**src/rtl/ssp_pkg.sv**
```systemverilog
package ssp_pkg;

    // Merge case of a violation, encoded as {load entry valid, store entry valid}.
    typedef enum logic [1:0] {
        MG_FRESH      = 2'b00,
        MG_TAKE_STORE = 2'b01,
        MG_TAKE_LOAD  = 2'b10,
        MG_LOWER      = 2'b11
    } merge_e;

endpackage

```
**src/rtl/ssp_id_table.sv**
```systemverilog
module ssp_id_table
    import ssp_pkg::*;
#(
    parameter int PC_W        = 32,
    parameter int SSIT_SIZE   = 64,
    parameter int LFST_SIZE   = 16,
    parameter int OFFSET_BITS = 2,
    parameter int HASH_SHIFT  = 10
) (
    input  logic                         clk,
    input  logic                         rst_n,
    input  logic                         clr_i,
    input  logic                         viol_valid_i,
    input  logic [PC_W-1:0]              viol_st_pc_i,
    input  logic [PC_W-1:0]              viol_ld_pc_i,
    input  logic [PC_W-1:0]              lk_pc_i,
    input  logic [PC_W-1:0]              dp_pc_i,
    input  logic [PC_W-1:0]              is_pc_i,
    output logic                         lk_hit_o,
    output logic [$clog2(LFST_SIZE)-1:0] lk_id_o,
    output logic                         dp_hit_o,
    output logic [$clog2(LFST_SIZE)-1:0] dp_id_o,
    output logic                         is_hit_o,
    output logic [$clog2(LFST_SIZE)-1:0] is_id_o
);

    localparam int IDX_W = $clog2(SSIT_SIZE);
    localparam int ID_W  = $clog2(LFST_SIZE);

    logic [SSIT_SIZE-1:0] vld_q;
    logic [ID_W-1:0]      id_q [SSIT_SIZE];

    logic [IDX_W-1:0] ld_idx, st_idx, lk_idx, dp_idx, is_idx;
    logic             ld_hit, st_hit;
    logic [ID_W-1:0]  ld_id, st_id, tgt_id;
    merge_e           merge_kind;

    function automatic logic [IDX_W-1:0] idx_of(input logic [PC_W-1:0] pc);
        logic [PC_W-1:0] sh;
        sh = pc >> OFFSET_BITS;
        return sh[IDX_W-1:0];
    endfunction

    function automatic logic [ID_W-1:0] hash_of(input logic [PC_W-1:0] pc);
        logic [PC_W-1:0] mix;
        mix = pc ^ (pc >> HASH_SHIFT);
        return mix[ID_W-1:0];
    endfunction

    // Only slices of the PCs take part in indexing and hashing.
    logic unused_pc_bits;
    assign unused_pc_bits = ^{viol_st_pc_i, viol_ld_pc_i, lk_pc_i, dp_pc_i, is_pc_i};

    // Violation merge selection.
    always_comb begin
        ld_idx     = idx_of(viol_ld_pc_i);
        st_idx     = idx_of(viol_st_pc_i);
        ld_hit     = vld_q[ld_idx];
        st_hit     = vld_q[st_idx];
        ld_id      = id_q[ld_idx];
        st_id      = id_q[st_idx];
        merge_kind = merge_e'({ld_hit, st_hit});
        unique case (merge_kind)
            MG_FRESH:      tgt_id = hash_of(viol_ld_pc_i);
            MG_TAKE_STORE: tgt_id = st_id;
            MG_TAKE_LOAD:  tgt_id = ld_id;
            MG_LOWER:      tgt_id = (ld_id < st_id) ? ld_id : st_id;
            default:       tgt_id = hash_of(viol_ld_pc_i);
        endcase
    end

    // Read ports: lookup sees stored state, dispatch and issue see the violation's result.
    always_comb begin
        lk_idx   = idx_of(lk_pc_i);
        lk_hit_o = vld_q[lk_idx];
        lk_id_o  = id_q[lk_idx];

        dp_idx = idx_of(dp_pc_i);
        if (viol_valid_i && (dp_idx == ld_idx || dp_idx == st_idx)) begin
            dp_hit_o = 1'b1;
            dp_id_o  = tgt_id;
        end else begin
            dp_hit_o = vld_q[dp_idx];
            dp_id_o  = id_q[dp_idx];
        end

        is_idx = idx_of(is_pc_i);
        if (viol_valid_i && (is_idx == ld_idx || is_idx == st_idx)) begin
            is_hit_o = 1'b1;
            is_id_o  = tgt_id;
        end else begin
            is_hit_o = vld_q[is_idx];
            is_id_o  = id_q[is_idx];
        end
    end

    always_ff @(posedge clk or negedge rst_n) begin
        if (!rst_n) begin
            vld_q <= '0;
        end else if (clr_i) begin
            vld_q <= '0;
        end else if (viol_valid_i) begin
            vld_q[ld_idx] <= 1'b1;
            vld_q[st_idx] <= 1'b1;
        end
    end

    always_ff @(posedge clk) begin
        if (viol_valid_i && !clr_i) begin
            id_q[ld_idx] <= tgt_id;
            id_q[st_idx] <= tgt_id;
        end
    end

endmodule

```
**src/rtl/ssp_store_table.sv**
```systemverilog
module ssp_store_table #(
    parameter int SEQ_W     = 16,
    parameter int LFST_SIZE = 16,
    parameter int CNT_W     = 4
) (
    input  logic                         clk,
    input  logic                         rst_n,
    input  logic                         clr_i,
    input  logic                         dp_en_i,
    input  logic [$clog2(LFST_SIZE)-1:0] dp_id_i,
    input  logic [SEQ_W-1:0]             dp_seq_i,
    input  logic                         is_en_i,
    input  logic [$clog2(LFST_SIZE)-1:0] is_id_i,
    input  logic [SEQ_W-1:0]             is_seq_i,
    input  logic                         sq_valid_i,
    input  logic [SEQ_W-1:0]             sq_seq_i,
    input  logic [$clog2(LFST_SIZE)-1:0] lk_id_i,
    output logic                         lk_vld_o,
    output logic [SEQ_W-1:0]             lk_seq_o,
    output logic [CNT_W-1:0]             lk_cnt_o
);

    localparam int              ID_W    = $clog2(LFST_SIZE);
    localparam logic [CNT_W-1:0] CNT_MAX = '1;

    logic             vld_q [LFST_SIZE];
    logic [SEQ_W-1:0] seq_q [LFST_SIZE];
    logic [CNT_W-1:0] cnt_q [LFST_SIZE];

    for (genvar g = 0; g < LFST_SIZE; g++) begin : g_entry
        localparam logic [ID_W-1:0] MY_ID = ID_W'(g);

        logic             v_n;
        logic [SEQ_W-1:0] s_n;
        logic [CNT_W-1:0] c_n;

        // Dispatch, then issue, then squash.
        always_comb begin
            v_n = vld_q[g];
            s_n = seq_q[g];
            c_n = cnt_q[g];
            if (dp_en_i && dp_id_i == MY_ID) begin
                v_n = 1'b1;
                s_n = dp_seq_i;
                if (c_n != CNT_MAX) c_n = c_n + 1'b1;
            end
            if (is_en_i && is_id_i == MY_ID) begin
                if (v_n && s_n == is_seq_i) v_n = 1'b0;
                if (c_n != '0) c_n = c_n - 1'b1;
            end
            if (sq_valid_i && v_n && s_n > sq_seq_i) v_n = 1'b0;
        end

        always_ff @(posedge clk or negedge rst_n) begin
            if (!rst_n) begin
                vld_q[g] <= 1'b0;
                cnt_q[g] <= '0;
            end else if (clr_i) begin
                vld_q[g] <= 1'b0;
                cnt_q[g] <= '0;
            end else begin
                vld_q[g] <= v_n;
                cnt_q[g] <= c_n;
            end
        end

        always_ff @(posedge clk) begin
            seq_q[g] <= s_n;
        end
    end

    always_comb begin
        lk_vld_o = vld_q[lk_id_i];
        lk_seq_o = seq_q[lk_id_i];
        lk_cnt_o = cnt_q[lk_id_i];
    end

endmodule

```
**src/rtl/ssp_top.sv**
```systemverilog
module ssp_top #(
    parameter int PC_W        = 32,
    parameter int SEQ_W       = 16,
    parameter int SSIT_SIZE   = 64,
    parameter int LFST_SIZE   = 16,
    parameter int OFFSET_BITS = 2,
    parameter int HASH_SHIFT  = 10,
    parameter int CNT_W       = 4
) (
    input  logic             clk,
    input  logic             rst_n,
    input  logic             viol_valid_i,
    input  logic [PC_W-1:0]  viol_st_pc_i,
    input  logic [PC_W-1:0]  viol_ld_pc_i,
    input  logic             disp_valid_i,
    input  logic             disp_is_store_i,
    input  logic [PC_W-1:0]  disp_pc_i,
    input  logic [SEQ_W-1:0] disp_seq_i,
    input  logic             iss_valid_i,
    input  logic             iss_is_store_i,
    input  logic [PC_W-1:0]  iss_pc_i,
    input  logic [SEQ_W-1:0] iss_seq_i,
    input  logic             sq_valid_i,
    input  logic [SEQ_W-1:0] sq_seq_i,
    input  logic             clr_i,
    input  logic [PC_W-1:0]  lk_pc_i,
    output logic             lk_dep_o,
    output logic [SEQ_W-1:0] lk_seq_o,
    output logic [CNT_W-1:0] lk_pending_o
);

    localparam int ID_W = $clog2(LFST_SIZE);

    logic            lk_hit, dp_hit, is_hit;
    logic [ID_W-1:0] lk_id, dp_id, is_id;
    logic            st_disp_en, st_iss_en;
    logic            lf_vld;
    logic [SEQ_W-1:0] lf_seq;
    logic [CNT_W-1:0] lf_cnt;

    assign st_disp_en = disp_valid_i && disp_is_store_i && dp_hit;
    assign st_iss_en  = iss_valid_i && iss_is_store_i && is_hit;

    ssp_id_table #(
        .PC_W        (PC_W),
        .SSIT_SIZE   (SSIT_SIZE),
        .LFST_SIZE   (LFST_SIZE),
        .OFFSET_BITS (OFFSET_BITS),
        .HASH_SHIFT  (HASH_SHIFT)
    ) u_ids (
        .clk          (clk),
        .rst_n        (rst_n),
        .clr_i        (clr_i),
        .viol_valid_i (viol_valid_i),
        .viol_st_pc_i (viol_st_pc_i),
        .viol_ld_pc_i (viol_ld_pc_i),
        .lk_pc_i      (lk_pc_i),
        .dp_pc_i      (disp_pc_i),
        .is_pc_i      (iss_pc_i),
        .lk_hit_o     (lk_hit),
        .lk_id_o      (lk_id),
        .dp_hit_o     (dp_hit),
        .dp_id_o      (dp_id),
        .is_hit_o     (is_hit),
        .is_id_o      (is_id)
    );

    ssp_store_table #(
        .SEQ_W     (SEQ_W),
        .LFST_SIZE (LFST_SIZE),
        .CNT_W     (CNT_W)
    ) u_stores (
        .clk        (clk),
        .rst_n      (rst_n),
        .clr_i      (clr_i),
        .dp_en_i    (st_disp_en),
        .dp_id_i    (dp_id),
        .dp_seq_i   (disp_seq_i),
        .is_en_i    (st_iss_en),
        .is_id_i    (is_id),
        .is_seq_i   (iss_seq_i),
        .sq_valid_i (sq_valid_i),
        .sq_seq_i   (sq_seq_i),
        .lk_id_i    (lk_id),
        .lk_vld_o   (lf_vld),
        .lk_seq_o   (lf_seq),
        .lk_cnt_o   (lf_cnt)
    );

    always_comb begin
        lk_dep_o     = lk_hit && lf_vld;
        lk_seq_o     = lk_dep_o ? lf_seq : '0;
        lk_pending_o = lk_hit ? lf_cnt : '0;
    end

endmodule

```
**config.mk**
```make
export PLATFORM = sky130hd
export DESIGN_NAME = ssp_top
export DESIGN_NICKNAME = d
export VERILOG_FILES = /design/src/rtl/ssp_pkg.sv /design/src/rtl/ssp_id_table.sv /design/src/rtl/ssp_store_table.sv /design/src/rtl/ssp_top.sv
export SDC_FILE = /design/constraint.sdc
export NUM_CORES = 2
export LEC_CHECK = 0
export BUFFER_PORTS_ARGS = -buffer_cell sky130_fd_sc_hd__buf_4
export CAP_MARGIN = 15
export CORE_MARGIN = 5
export CORE_UTILIZATION = 55
export DETAILED_ROUTE_END_ITERATION = 12
export PLACE_DENSITY = 0.86
export SLEW_MARGIN = 20
export SYNTH_ARGS = -nofsm -noshare
export SYNTH_HDL_FRONTEND = slang
export SYNTH_HIERARCHICAL = 1
export SYNTH_SLANG_ARGS = --single-unit
```
**constraint.sdc**
```tcl
create_clock -name clk -period 7.61 [get_ports clk]
set_input_delay 0.761 -clock clk [delete_from_list [all_inputs] [get_ports clk]]
set_output_delay 0.761 -clock clk [all_outputs]
set_load 0.1 [all_outputs]
```
==> results.sh <==
export IMPL_finalSetupTns_ps=0
export IMPL_fp_row_count=111
export IMPL_yosysUniqueCellTypes=99
export IMPL_synth_area_top_cells="mux4_2 (20%), edfxtp_1 (15%), dfxtp_1 (10%)"
export IMPL_rr_worst_depth=24
export IMPL_max_freq_mhz=136
export IMPL_cts_resized_gates=0
export IMPL_grt_overflow_total=0
export IMPL_syn_area_per_cell_sq_um=11.0
export IMPL_die_area_sq_um=98000
export IMPL_first_global_vias=46900
export IMPL_drt_initial_drc_count=9255
export IMPL_critPathCaptureType="flip-flop"
export IMPL_ys_seq_area_share_pct=32.5
export IMPL_via_per_inst=7.93
export IMPL_grt_pass1_wl_mm=332
export IMPL_setup_viol=0
export IMPL_wirelength_mm=237
export IMPL_final_nets=5336
export IMPL_dp_cells=5934
export IMPL_cp_start_kind="input pin"
export IMPL_dpl_hpwl_mm=164
export IMPL_post_route_min_period_ps=7330
export IMPL_rsz0062_at_grt="false"
export IMPL_htreeDepth=3
export IMPL_drv_slew=0
export IMPL_syn_area_sq_um=50500
export IMPL_async_reset_ff_share_pct=22.0
export IMPL_syn2layout_area_growth_pct=13.4
export IMPL_start_util_pct=55.3
export IMPL_clk_pin_slew_worst_paths_ps=70
export IMPL_hold_worst_slack_ps=68.7
export IMPL_postCtsSetupBuffers=0
export IMPL_p_per_area_nw_per_um2=177
export IMPL_grt_use_total_pct=46.8
export IMPL_port_buffer_count=113
export IMPL_place_congestion=1.10
export IMPL_fp_dieW_microns=313
export IMPL_peakVddDrop_mv=0.199
export IMPL_synthFlopType="edfxtp_1"
export IMPL_maxCapViolations=0
export IMPL_synth_fp_nets=5108
export IMPL_cts_tree="done"
export IMPL_vias=48300
export IMPL_arrival_ps=7890
export IMPL_final_layout_size_suffix_gt1_share_pct=27.1
export IMPL_pre_cts_ws_ps=6.64
export IMPL_path_class="in -> reg"
export IMPL_hold_class="in -> async"
export IMPL_yosysTopAreaCell="mux4_2"
export IMPL_p_leak_nw=22.6
export IMPL_max_slew_margin_pct=21.5
export IMPL_instances_no_fill=6091
export IMPL_tightest_slew_ps=1170
export IMPL_yosysMostFrequentCell="mux4_2"
export IMPL_synth_seq_cells=656
export IMPL_grt_antenna_before_repair=17
export IMPL_synth_top_area_share_pct=20.4
export IMPL_cts_buffers=78
export IMPL_synthTopCellsByCount="mux4_2 (457), nand2_1 (423), ha_1 (291)"
export IMPL_fp_dieH_microns=313
export IMPL_period_share_pct=96.3
export IMPL_n_fill_cell=7076
export IMPL_worst_slack_ps=282
export IMPL_pin_count=238
export IMPL_clk_insertion_delay_late_ps=680
export IMPL_clock_skew_ps=28.2
export IMPL_core_sq_um=91400
export IMPL_syn_inst=4600
export IMPL_critPathRequiredTime_ps=8170
export IMPL_firstDrtPassIters=9
export IMPL_post_route_drc_count=0
export IMPL_yosysWarnings=6
export IMPL_critical_path_peak_fanout=20
export IMPL_status="finished, final reports clean"
export IMPL_grt_max_degree=80
export IMPL_synth_edf_count=256
export IMPL_cts_path_max_buffers=3
export IMPL_ant_nets=0
export IMPL_cts_root_buf="clkbuf_16"
export IMPL_hold_buffers=0
export IMPL_clkSinkCount=656
export IMPL_wl_per_cell_microns=39.0
export IMPL_hold_violations=0
## flip-flops by register name, summed over array words and instances, names as in the netlist
name	count
u_stores/seq_q	256
u_ids/id_q	256
u_stores/cnt_q	64
u_ids/vld_q	64
u_stores/vld_q	16
## critical path, cell delays in order
cell       delay (ps)
buf_4             200
inv_1             100
buf_4             350
nor3_2            110
buf_4             230
a22oi_1           220
nand4_1           150
a22oi_1           730
nand2_1           130
nor3_1            540
ha_1              210
nand3_1            70
a21o_1            190
a21o_1            210
and3_1            190
o31ai_2           490
buf_4             260
nand2_1           260
nor2_2            370
buf_4             240
mux2_2            370
ha_1              310
nand4_1           130
a2111oi_0         510
a211oi_1          110
o21ai_0           110
nand3_1           130
o311a_1           150
## metal layers
| layer | vias to the layer above | wire, microns | share of wire, % | global-route usage, % |
|---|---|---|---|---|
| li1 | 18600 | - | - | - |
| met3 | 1656 | 34600 | 15 | 16.3 |
| met2 | 4853 | 99100 | 42 | 69.1 |
| met5 | - | 106 | 0.045 | 0 |
| met1 | 23200 | 75300 | 32 | 54.3 |
| met4 | 16 | 28200 | 12 | 40.5 |
## power by group
| part | internal, W | total [W] | switching [W] |
|---|---|---|---|
| Sequential | 0.00384 | 0.00397 | 0.000128 |
| Clock | 0.00222 | 0.00390 | 0.00169 |
| Combinational | 0.000818 | 0.00227 | 0.00145 |
| Total | 0.00687 | 0.0101 | 0.00327 |
## cells in the final DEF, fill, tap and decap left out, types with 28 or more instances in the layout
cell and n:
buf_4 474, mux4_2 455, nand2_1 423, ha_1 291
edfxtp_1 256, dfxtp_1 256, nor2_1 205, a22oi_1 182
mux2_2 170, a21oi_1 153, dfrtp_1 144, nand4_1 137
mux2i_1 134, inv_1 132, xor2_1 100, o22ai_1 99
xnor2_1 88, o21ai_0 82, nor2b_1 79, clkbuf_16 78
nand3_1 76, nand2b_1 73, a21o_1 54, a221oi_1 53
a31oi_1 51, nor3_1 47, nor4_1 44, a211oi_1 41
a2111oi_0 40, and3_1 28, o211ai_1 28, buf_12 28
## area by class of cell
type | count | area (sq um) | share of cell area, %
Timing Repair Buffer | 504 | 4140 | 7.23
Inverter | 143 | 537 | 0.938
Antenna cell | 14 | 35.0 | 0.0612
Clock buffer | 92 | 2080 | 3.64
Tap cell | 1186 | 1480 | 2.59
Sequential cell | 656 | 16400 | 28.7
Clock inverter | 51 | 517 | 0.903
Multi-Input combinational cell | 3445 | 32000 | 56.0
## metrics by stage
step                      cell area [sq um]  total power (W)  utilization, %
after floorplan                       50500          0.00523               -
after global placement                54600          0.00611            59.8
after detailed placement              54600          0.00615            59.8
after CTS                             57200           0.0100            62.6
after global routing                  57200           0.0103            62.6
final                                 57200           0.0101            62.6
## kinds of logic after synthesis
family	Yosys count	share of synthesized area, %
flip-flops	656	32.5
multiplexers	769	27.1
buffers and inverters	499	4.32
AO/OA/AOI/OAI	932	13.0
XOR/XNOR	188	3.26
AND/OR/NAND/NOR	1265	12.6
adder cells (fa/ha/maj)	291	7.21
## path summary, 6_finish.rpt
path,from,to,slack (ps)
worst max register to register,u_ids/id_q[51][3]$_DFFE_PP_,u_stores/vld_q[0]$_DFF_PN0_,480
max in group asynchronous,rst_n,u_stores/vld_q[15]$_DFF_PN0_,6270
worst min register to register,u_stores/seq_q[1][14]$_DFF_P_,u_stores/seq_q[1][14]$_DFF_P_,530
worst max-delay path,viol_st_pc_i[4],u_stores/vld_q[0]$_DFF_PN0_,280
min in group clk,u_stores/seq_q[1][14]$_DFF_P_,u_stores/seq_q[1][14]$_DFF_P_,530
worst min-delay path,rst_n,u_ids/vld_q[53]$_DFFE_PN0P_,70
(Power assumes the default switching activity.)
